==> src/rtl/dma_seq_pkg.sv <==
// Shared definitions for the DMA channel sequencer: control-word field
// positions, reserved code and the channel state encoding.
package dma_seq_pkg;
    localparam int CTRL_W    = 32;
    localparam int EN_BIT    = 31;
    localparam int ABORT_BIT = 30;
    localparam int GO_BIT    = 29;
    localparam int SRCW_LO   = 27;
    localparam int DSTW_LO   = 25;
    localparam int BURST_LO  = 23;
    localparam logic [1:0] WIDTH_RSVD = 2'b11;

    typedef enum logic [1:0] {
        CH_IDLE    = 2'd0,
        CH_ACTIVE  = 2'd1,
        CH_CLOSING = 2'd2
    } ch_state_e;
endpackage

==> src/rtl/dma_ctl_regs.sv <==
// Control word storage. Holds the 32-bit word written by software.
// Assumes: a software write takes priority over both hardware clears
// (start bit on launch, enable and abort on idle entry).
module dma_ctl_regs
    import dma_seq_pkg::*;
(
    input  logic              clk,
    input  logic              rst_n,
    input  logic              wr_en,
    input  logic [CTRL_W-1:0] wr_data,
    input  logic              clr_go,
    input  logic              clr_idle,
    output logic [CTRL_W-1:0] ctrl_q
);
    // Store the word; apply the self-clears only when no write is in progress.
    always_ff @(posedge clk) begin
        if (!rst_n) begin
            ctrl_q <= '0;
        end else if (wr_en) begin
            ctrl_q <= wr_data;
        end else begin
            if (clr_go) begin
                ctrl_q[GO_BIT] <= 1'b0;
            end
            if (clr_idle) begin
                ctrl_q[EN_BIT]    <= 1'b0;
                ctrl_q[ABORT_BIT] <= 1'b0;
            end
        end
    end
endmodule

==> src/rtl/dma_beat_calc.sv <==
// Burst beat calculator. Turns the source width code and the burst code
// into a beat count, computed as a power of two from log2 sizes.
// Assumes: burst sizes are powers of two, up to 2**MAX_BURST_LOG2 bytes.
module dma_beat_calc #(
    parameter int MAX_BURST_LOG2 = 5,
    parameter int BEAT_W         = MAX_BURST_LOG2 + 1
) (
    input  logic [1:0]        src_w,
    input  logic [1:0]        burst_code,
    output logic [BEAT_W-1:0] beats
);
    localparam int LG_W = $clog2(MAX_BURST_LOG2 + 1) + 1;

    logic [LG_W-1:0] lg_bytes;
    logic [LG_W-1:0] lg_src;
    logic [LG_W-1:0] shift;

    // Map the burst code to log2 of its byte count (code 0 means one unit).
    always_comb begin
        lg_src = LG_W'(src_w);
        case (burst_code)
            2'd1:    lg_bytes = LG_W'(2);
            2'd2:    lg_bytes = LG_W'(4);
            2'd3:    lg_bytes = LG_W'(MAX_BURST_LOG2);
            default: lg_bytes = lg_src;
        endcase
    end

    // Divide by the source width as a log2 subtraction, with a floor of one beat.
    always_comb begin
        shift = (lg_bytes > lg_src) ? (lg_bytes - lg_src) : '0;
        beats = BEAT_W'(1) << shift;
    end
endmodule

==> src/rtl/dma_chan_fsm.sv <==
// Channel sequencer: idle -> active -> closing -> idle. In active it issues
// bursts (on request in peripheral mode, back to back in memory mode),
// tracks one burst in flight and decides when to close.
// Assumes: the mover completes each burst with one mover_done strobe.
module dma_chan_fsm
    import dma_seq_pkg::*;
(
    input  logic      clk,
    input  logic      rst_n,
    input  logic      en,
    input  logic      abort,
    input  logic      go_bit,
    input  logic      cfg_err,
    input  logic      periph_req,
    input  logic      periph_done,
    input  logic      mover_done,
    input  logic      mover_last,
    output ch_state_e state_q,
    output logic      launch,
    output logic      closing,
    output logic      idle_pulse,
    output logic      burst_start
);
    ch_state_e state_d;
    logic      mem_mode_q;
    logic      busy_q;
    logic      seen_done_q;
    logic      periph_end;

    assign periph_end  = !mem_mode_q && (seen_done_q || periph_done);
    assign launch      = (state_q == CH_IDLE) && en && !cfg_err;
    assign closing     = (state_q == CH_CLOSING);
    assign burst_start = (state_q == CH_ACTIVE) && !busy_q && !abort &&
                         !periph_end && (mem_mode_q || periph_req);

    // Next-state decision for the channel.
    always_comb begin
        state_d = state_q;
        case (state_q)
            CH_IDLE: begin
                if (launch) begin
                    state_d = CH_ACTIVE;
                end
            end
            CH_ACTIVE: begin
                if (busy_q) begin
                    if (mover_done && (abort || mover_last || periph_end)) begin
                        state_d = CH_CLOSING;
                    end
                end else if (abort || periph_end) begin
                    state_d = CH_CLOSING;
                end
            end
            CH_CLOSING: state_d = CH_IDLE;
            default:    state_d = CH_IDLE;
        endcase
    end

    // State, mode, burst-in-flight and peripheral-done tracking registers.
    always_ff @(posedge clk) begin
        if (!rst_n) begin
            state_q     <= CH_IDLE;
            mem_mode_q  <= 1'b0;
            busy_q      <= 1'b0;
            seen_done_q <= 1'b0;
            idle_pulse  <= 1'b0;
        end else begin
            state_q    <= state_d;
            idle_pulse <= closing;
            if (launch) begin
                mem_mode_q  <= go_bit;
                busy_q      <= 1'b0;
                seen_done_q <= 1'b0;
            end else begin
                if (burst_start) begin
                    busy_q <= 1'b1;
                end else if (busy_q && mover_done) begin
                    busy_q <= 1'b0;
                end
                if ((state_q == CH_ACTIVE) && !mem_mode_q && periph_done) begin
                    seen_done_q <= 1'b1;
                end
            end
        end
    end
endmodule

==> src/rtl/dma_chan_seq.sv <==
// Top of one DMA channel's control unit: control word, beat calculation
// and channel sequencer. Data movement is left to an external mover.
// Assumes: one register write port, and no burst is started outside active.
module dma_chan_seq
    import dma_seq_pkg::*;
#(
    parameter int MAX_BURST_LOG2 = 5,
    parameter int BEAT_W         = MAX_BURST_LOG2 + 1
) (
    input  logic              clk,
    input  logic              rst_n,
    input  logic              reg_wr_en,
    input  logic [31:0]       reg_wr_data,
    output logic [31:0]       reg_rd_data,
    input  logic              periph_req,
    input  logic              periph_done,
    input  logic              mover_done,
    input  logic              mover_last,
    output logic              burst_start,
    output logic [BEAT_W-1:0] burst_beats,
    output logic [1:0]        burst_size,
    output logic [1:0]        chan_state,
    output logic              idle_pulse,
    output logic              cfg_err
);
    logic [CTRL_W-1:0] ctrl;
    logic [1:0]        src_w;
    logic [1:0]        dst_w;
    logic [1:0]        burst_code;
    logic              launch;
    logic              closing;
    ch_state_e         state;

    assign src_w       = ctrl[SRCW_LO +: 2];
    assign dst_w       = ctrl[DSTW_LO +: 2];
    assign burst_code  = ctrl[BURST_LO +: 2];
    assign cfg_err     = (src_w == WIDTH_RSVD) || (dst_w == WIDTH_RSVD);
    assign reg_rd_data = ctrl;
    assign burst_size  = src_w;
    assign chan_state  = state;

    dma_ctl_regs u_regs (
        .clk      (clk),
        .rst_n    (rst_n),
        .wr_en    (reg_wr_en),
        .wr_data  (reg_wr_data),
        .clr_go   (launch),
        .clr_idle (closing),
        .ctrl_q   (ctrl)
    );

    dma_beat_calc #(
        .MAX_BURST_LOG2 (MAX_BURST_LOG2),
        .BEAT_W         (BEAT_W)
    ) u_beats (
        .src_w      (src_w),
        .burst_code (burst_code),
        .beats      (burst_beats)
    );

    dma_chan_fsm u_fsm (
        .clk         (clk),
        .rst_n       (rst_n),
        .en          (ctrl[EN_BIT]),
        .abort       (ctrl[ABORT_BIT]),
        .go_bit      (ctrl[GO_BIT]),
        .cfg_err     (cfg_err),
        .periph_req  (periph_req),
        .periph_done (periph_done),
        .mover_done  (mover_done),
        .mover_last  (mover_last),
        .state_q     (state),
        .launch      (launch),
        .closing     (closing),
        .idle_pulse  (idle_pulse),
        .burst_start (burst_start)
    );
endmodule

==> config.mk <==
export PLATFORM = sky130hd
export DESIGN_NAME = dma_chan_seq
export DESIGN_NICKNAME = d
export VERILOG_FILES = /design/src/rtl/dma_seq_pkg.sv /design/src/rtl/dma_ctl_regs.sv /design/src/rtl/dma_beat_calc.sv /design/src/rtl/dma_chan_fsm.sv /design/src/rtl/dma_chan_seq.sv
export SDC_FILE = /design/constraint.sdc
export NUM_CORES = 1
export LEC_CHECK = 0
export ABC_CLOCK_PERIOD_IN_PS = 4180
export BUFFER_PORTS_ARGS = -buffer_cell sky130_fd_sc_hd__buf_2
export CAP_MARGIN = 25
export CORE_ASPECT_RATIO = 0.8
export CORE_UTILIZATION = 45
export DETAILED_ROUTE_END_ITERATION = 8
export PLACE_DENSITY = 0.8
export REMOVE_ABC_BUFFERS = 1
export SKIP_LAST_GASP = 1
export SYNTH_ARGS = -nofsm -noshare
export SYNTH_HDL_FRONTEND = slang
export SYNTH_SLANG_ARGS = --single-unit
==> constraint.sdc <==
create_clock -name clk -period 4.18 [get_ports clk]
set_input_delay 0.418 -clock clk [delete_from_list [all_inputs] [get_ports clk]]
set_output_delay 0.418 -clock clk [all_outputs]
set_load 0.02 [all_outputs]
==> key figures, run 1 <==
Floorplan
  • Chip width: 68.9 um
  • Die height: 55.5 um
  • DIE AREA: 3830 um^2
  • Initial cell density of the core: 47.1%
  • Core ar.: 3420 um^2
  • Ports: 84
  • # rows: 19

STA
  • Max frequency: 361 MHz
  • Setup violations, final: 0
  • Crit path time final: 2.77 ns
  • Layout Skew: 0.00194 ns
  • Setup_tns: 0 ns
  • Tightest Pin Transition: 0.935 ns
  • Fin Hold WS: 0.355 ns
  • Endpoints failing hold: 0
  • RSZ-0062 raised after global routing: no
  • Slew Limit Fails: 0
  • Final period utilization: 66.3%
  • Worst slew margin: 37.3%

Pwr
  • P_leak: 1.13 nW
  • Pwr dens: 389 nW/um^2
  • VDD IR max: 291 uV

Logic synthesis
  • Mapped Cells: 169
  • Largest family of logic cells by synthesized area: multiplexers
  • XOR/XNOR Fraction of Synth Area: 0%
  • Unique cell type count in the Yosys netlist: 27
  • Post-synthesis compound-gate area fraction: 7.30%
  • Mapped cell area: 1610 um^2
  • Most frequent cell after synthesis: dfxtp_1
  • Async S/R FF share, synth: 0%
  • Simple-Gate Fraction of Synth Area: 18.4%
  • Synth cell count leaders: dfxtp_1 (38), nor2_1 (35), mux2i_1 (30), a21oi_1 (10), nand2_1 (6)
  • Biggest area consumer among synthesized cells: dfxtp_1
  • YS warnings: 0
  • EDFF count, synth: 0
  • Ys flop type: dfxtp_1
  • Adder and majority gate portion of the synthesized area: 2.80%
  • Top cell type's share of synthesized area: 47.2%
  • Multiplexer area fraction after synthesis: 18.6%
  • Synth top area cells: dfxtp_1 (47%), mux2i_1 (19%), nor2_1 (8.2%), a21oi_1 (3.1%), buf_4 (2.3%)
  • Seq/Total Area, Yosys: 47.2%
  • Avg Cell Area, Syn: 9.54 um^2
  • FF+latch count, synth: 38

Setup path
  • CP Depth: 9
  • Delay-heaviest family, CP: adder cells
  • Arrival @ worst endpoint: 2.35 ns
  • R2R depth: 4
  • Crit Path Category: reg2out
  • Max stage delay on crit path: 0.48 ns
  • R2r setup slk: 2.56 ns
  • Crit path buf inv count: 1
  • CP Capture Type: output pin
  • CP required: 3.76 ns
  • Critical Path Start Type: register
  • Slowest CP cell: fa_1
  • CP max FO: 7
  • Cell Chain, Critical Path: nor3b_1 -> a21oi_1 -> ha_1 -> fa_1 -> nor2_1 -> o21ai_0 -> a21oi_1 -> nor2b_1 -> buf_2
  • Most common cell on crit path: a21oi_1

Placement
  • Post-DP HPWL: 2470 um
  • Placed Area: 2000 um^2
  • Inst Count DP: 280
  • Placer Congestion: 0.791
  • Port Buffers: 83

Finish
  • Final instance area: 2100 um^2
  • Final std cells w/o fill: 288
  • Final core utilization: 61.3%
  • Antenna cells: 0
  • Share of cells above drive strength 1: 37.4%
  • Area delta synth->final: 30.2%
  • Fillers: 333
  • Nets: 287

Global routing
  • First-pass GRT wire length: 5640 um
  • GR Overflow Total: 0
  • Total GRT Usage: 20.0%
  • Largest net degree at the start of global routing: 36
  • Antenna violations before repair: 0
  • Vias in the first global route: 1322

Clock tree
  • Max Buffers Root-to-Sink: 2
  • Post-CTS Hold Fix Bufs: 0
  • Clk Latency, worst-skew pair: 0.29 ns
  • Num CTS Buffers: 5
  • CTS tree: yes
  • Root Buffer: clkbuf_8
  • Post-cts sizing count: 0
  • Clk slew on worst S/H paths: 0.08 ns
  • Post-CTS setup buffer count: 0
  • Clk sink count: 38
  • H-tree depth: 2

Job
  • Max-cap violations: 0

Drt
  • First drt pass iteration count: 4
  • Vias: 1421
  • Vias/cell: 4.93
  • Initial DRC Count: 43
  • WL final: 3490 um
  • Antenna-violating nets left: 0
  • Routed length per placed instance: 12.1 um
  • DRC viols: 0

Min path
  • Hold depth: 3
  • Min-Delay Path Class: in2reg

Outcome
  • Status: finished clean
## metal layers
layer	share of wire (%)	wire (um)	track usage, %	vias up
li1	-	-	-	717
met3	8.3	289	7.02	8
met1	44	1550	23.2	637
met4	2.0	70	9.62	0
met2	45	1580	32.0	59
met5	0	0	0	-
## logic make-up (layout without fill, tap and decap cells)
kind of cell / count (synthesis) / after routing
mux: 30 / 30
flops: 38 / 38
fa+ha+maj: 3 / 3
compound gates: 19 / 19
buf+inv: 18 / 95
simple gates: 61 / 61
## registers in the layout, indices dropped and copies added (netlist names)
name and cells:
u_regs.ctrl_q 32, u_fsm.idle_pulse 1, u_fsm.seen_done_q 1, u_fsm.busy_q 1, u_fsm.mem_mode_q 1, u_fsm.state_q 2
## final cells by class
cell class | instances | area [um^2] | area share (%)
inverter | 4 | 15.0 | 0.716
sequential | 38 | 761 | 36.3
timing repair buffer | 83 | 415 | 19.8
clock inverter | 2 | 12.5 | 0.596
clock buffer | 6 | 82.6 | 3.94
tap | 42 | 52.6 | 2.50
multi-input combinational | 113 | 759 | 36.2
## cell usage in the layout, fill, tap and decap left out, types with 2 or more instances in the layout
| cell | count |
|---|---|
| o21bai_1 | 2 |
| nor2b_1 | 3 |
| ha_1 | 2 |
| and2_1 | 2 |
| nand2b_1 | 4 |
| mux2i_1 | 30 |
| nor2_1 | 35 |
| clkbuf_8 | 6 |
| buf_2 | 83 |
| a21oi_1 | 10 |
| nand2_1 | 6 |
| nor3b_1 | 3 |
| inv_1 | 3 |
| dfxtp_1 | 38 |
| o211a_1 | 2 |
| o21ai_0 | 3 |
| nand3b_1 | 3 |
## stage by stage
step	setup slack, ns	total power (W)
global route	1.19	0.000857
global placement	1.81	0.000557
detailed placement	1.74	0.000561
CTS	1.41	0.000823
finish	1.41	0.000815
floorplan	1.38	0.000498
## worst paths after layout
check	from	endpoint
min	reg_wr_data[21]	u_regs.ctrl_q[21]
max reg2reg	u_regs.ctrl_q[28]	u_fsm.mem_mode_q
min reg2reg	u_regs.ctrl_q[14]	u_regs.ctrl_q[14]
max	u_regs.ctrl_q[27]	burst_beats[3]
## worst reg2reg max path: stages, from the launching register on
cell     delay (ns)
dfxtp_1        0.39
a22o_2         0.27
or4b_1         0.59
mux2i_1        0.19
nor2_1         0.05
## report_power, final
part / leakage [nW] / switching (W) / internal, W / total (W)
combinational: 0.772 / 0.0000900 / 0.0000672 / 0.000157
clock: 0.0472 / 0.000130 / 0.000132 / 0.000263
sequential: 0.313 / 0.0000139 / 0.000382 / 0.000395
total: 1.13 / 0.000234 / 0.000581 / 0.000815
Note: power is estimated with default switching activity, not from simulation.
==> inputs of run 2 (changes only) <==
--- a/config.mk
+++ b/config.mk
@@ -5,13 +5,13 @@
 export SDC_FILE = /design/constraint.sdc
 export NUM_CORES = 1
 export LEC_CHECK = 0
-export ABC_CLOCK_PERIOD_IN_PS = 4180
+export ABC_CLOCK_PERIOD_IN_PS = 2800
 export BUFFER_PORTS_ARGS = -buffer_cell sky130_fd_sc_hd__buf_2
 export CAP_MARGIN = 25
 export CORE_ASPECT_RATIO = 0.8
-export CORE_UTILIZATION = 45
+export CORE_UTILIZATION = 44
 export DETAILED_ROUTE_END_ITERATION = 8
-export PLACE_DENSITY = 0.8
+export PLACE_DENSITY = 0.78
 export REMOVE_ABC_BUFFERS = 1
 export SKIP_LAST_GASP = 1
 export SYNTH_ARGS = -nofsm -noshare
==> constraint.sdc (replaced) <==
create_clock -name clk -period 2.8 [get_ports clk]
set_input_delay 0.28 -clock clk [delete_from_list [all_inputs] [get_ports clk]]
set_output_delay 0.28 -clock clk [all_outputs]
set_load 0.02 [all_outputs]
==> run 2 against run 1 <==
  * Via count is 0.42% lower
  * Clock power up 68%
  * Sequential share of layout area is 0.45 points lower
  * Design area grew 1.3%
  * Global-route usage is 1.4 points lower
  * Register-to-register slack got worse by 1.4 ns
  * Combinational power rose by 50%
  * Largest cell class is now multi-input gates
  * Highest routed layer unchanged
==> key figures, run 2 (synthesis gave the netlist of run 1 again) <==
Drt
  • Top layer reached by signal wires: met4
  • Vias/cell: 4.90
  • Routed length per placed instance: 11.6 um
  • First drt pass iteration count: 4
  • Antenna-violating nets left: 0
  • DRC viols: 0
  • Routed wl met2: 1330 um
  • Vias: 1415
  • Initial DRC Count: 47
  • WL final: 3360 um
  • WL met1: 1630 um
  • Met3 wire length: 325 um

Setup path
  • CP required: 2.52 ns
  • Slowest CP cell: fa_2
  • Worst Setup EP: burst_beats[5]
  • Arrival @ worst endpoint: 2.26 ns
  • Crit Path Category: reg2out
  • Critical Path Start Type: register
  • Crit Reg-Reg Endpoint: u_fsm.mem_mode_q
  • Cell Chain, Critical Path: a21oi_1 -> ha_1 -> fa_2 -> nor4bb_1 -> buf_2
  • Max stage delay on crit path: 0.57 ns
  • CP max FO: 12
  • R2r setup slk: 1.21 ns
  • Worst reg2reg startpoint: u_regs.ctrl_q[28]
  • CP Capture Type: output pin
  • R2R depth: 4
  • Crit. Startpoint: u_regs.ctrl_q[24]

Placement
  • Inst Count DP: 281
  • Placer Congestion: 0.732
  • Post-DP HPWL: 2410 um
  • Placed Area: 2010 um^2
  • Port Buffers: 83

STA
  • Layout Skew: 0.00660 ns
  • Tightest Pin Transition: 0.915 ns
  • Worst slew margin: 39.0%
  • RSZ-0062 raised after global routing: no
  • Endpoints failing hold: 0
  • Slew Limit Fails: 0
  • Fin Hold WS: 0.228 ns
  • Setup violations, final: 0
  • Setup_tns: 0 ns
  • Final period utilization: 90.8%
  • Max frequency: 393 MHz
  • Crit path time final: 2.54 ns

Global routing
  • Total GRT Usage: 18.7%
  • Vias in the first global route: 1295
  • First-pass GRT wire length: 5750 um
  • Antenna violations before repair: 0
  • GR Overflow Total: 0
  • Largest net degree at the start of global routing: 36

Pwr
  • Internal power: 0.000938 W
  • Register share of total power: 46.5%
  • Switching Share: 26.1%
  • VDD IR max: 394 uV
  • Gate power share: 18.6%
  • P_leak: 1.14 nW
  • Power, Total: 0.00127 W
  • Sw Pwr: 0.000332 W
  • Clock network fraction of design power: 34.9%
  • Pwr dens: 598 nW/um^2

Floorplan
  • DIE AREA: 3910 um^2
  • Die height: 56.1 um
  • # rows: 19
  • Core ar.: 3470 um^2
  • Initial cell density of the core: 46.4%
  • Ports: 84
  • Chip width: 69.7 um

Finish
  • Nets: 288
  • Most frequent cells in the layout: buf_2 (83), dfxtp_1 (38), nor2_1 (35)
  • Antenna cells: 0
  • Largest register FFs: 32
  • Final std cells w/o fill: 289
  • Most common cell after layout, fill and taps aside: buf_2
  • Area delta synth->final: 31.8%
  • Final instance area: 2120 um^2
  • Biggest register: u_regs.ctrl_q
  • Biggest registers after layout: u_regs.ctrl_q (32), u_fsm.state_q (2)
  • Share of cells above drive strength 1: 37.7%

Outcome
  • Status: finished clean

Clock tree
  • Clk Latency, worst-skew pair: 0.28 ns
  • Post-CTS setup buffer count: 0
  • Max Buffers Root-to-Sink: 2
  • Clk slew on worst S/H paths: 0.07 ns
  • CTS tree: yes
  • Clk sink count: 38
  • Root Buffer: clkbuf_8
  • H-tree depth: 2
  • Post-CTS Hold Fix Bufs: 0
  • Num CTS Buffers: 5

Job
  • Max-cap violations: 0

Min path
  • Min-Delay Path Class: in2reg
run 2: changes by cell type in the layout (fill, tap and decap cells not counted), sizes merged:
cell / previous run / this run
buf: 83 / 84
bufinv: 0 / 1
clkinv: 2 / 1
clkinvlp: 1 / 0
clkbuf: 6 / 7
run 2: how the worst min path moves through the flow:
stage / from / depth (start not counted) / endpoint
3_5_place_dp: u_regs.ctrl_q[5] / 2 / u_regs.ctrl_q[5]
3_3_place_gp: u_regs.ctrl_q[18] / 2 / u_regs.ctrl_q[18]
4_1_cts: reg_wr_data[1] / 3 / u_regs.ctrl_q[1]
2_1_floorplan: rst_n / 1 / u_fsm.state_q[0]
5_1_grt: reg_wr_data[12] / 3 / u_regs.ctrl_q[12]
6_report: reg_wr_data[11] / 3 / u_regs.ctrl_q[11]
run 2: timing repair:
| action | CTS | global route |
|---|---|---|
| hold endpoints to repair | 0 | 0 |
| resized for setup | 0 | 2 |
| setup endpoints to repair | 0 | 2 |
run 2: final cells by class:
class,count,area (um^2)
clock inverter,1,30.0
fill,302,1350
tap,42,52.6
timing repair buffer,84,423
sequential,38,761
multi-input combinational,113,767
clock buffer,7,76.3
inverter,4,15.0
run 2: per-stage QoR:
step / setup WS (ns) / util (%)
after detailed placement: 0.460 / 57.9
after global routing: 0.0108 / 61.2
after floorplan: 0.141 / -
after CTS: 0.153 / 61.0
final: 0.257 / 61.2
after global placement: 0.575 / 57.9
run 2: critical path, delay by kind of cell, from the launching register on:
kind | cells | cell delay (ns)
buf+inv | 1 | 0.21
compound gates | 1 | 0.13
flops | 1 | 0.55
fa+ha+maj | 2 | 0.80
simple gates | 1 | 0.29
run 2: power by group through the flow:
| stage | clock [W] | sequential (W) | combinational [W] |
|---|---|---|---|
| finish | 0.000443 | 0.000591 | 0.000236 |
| global route | 0.000479 | 0.000596 | 0.000261 |
| CTS | 0.000458 | 0.000590 | 0.000237 |
| detailed placement | 0 | 0.000602 | 0.000237 |
| global placement | 0 | 0.000601 | 0.000233 |
| floorplan | 0 | 0.000637 | 0.000106 |
run 2: metal layers:
layer | global-route usage [%] | vias to the layer above
li1 | - | 716
met4 | 9.43 | 0
met5 | 0 | -
met2 | 27.0 | 67
met1 | 24.8 | 623
met3 | 6.16 | 9
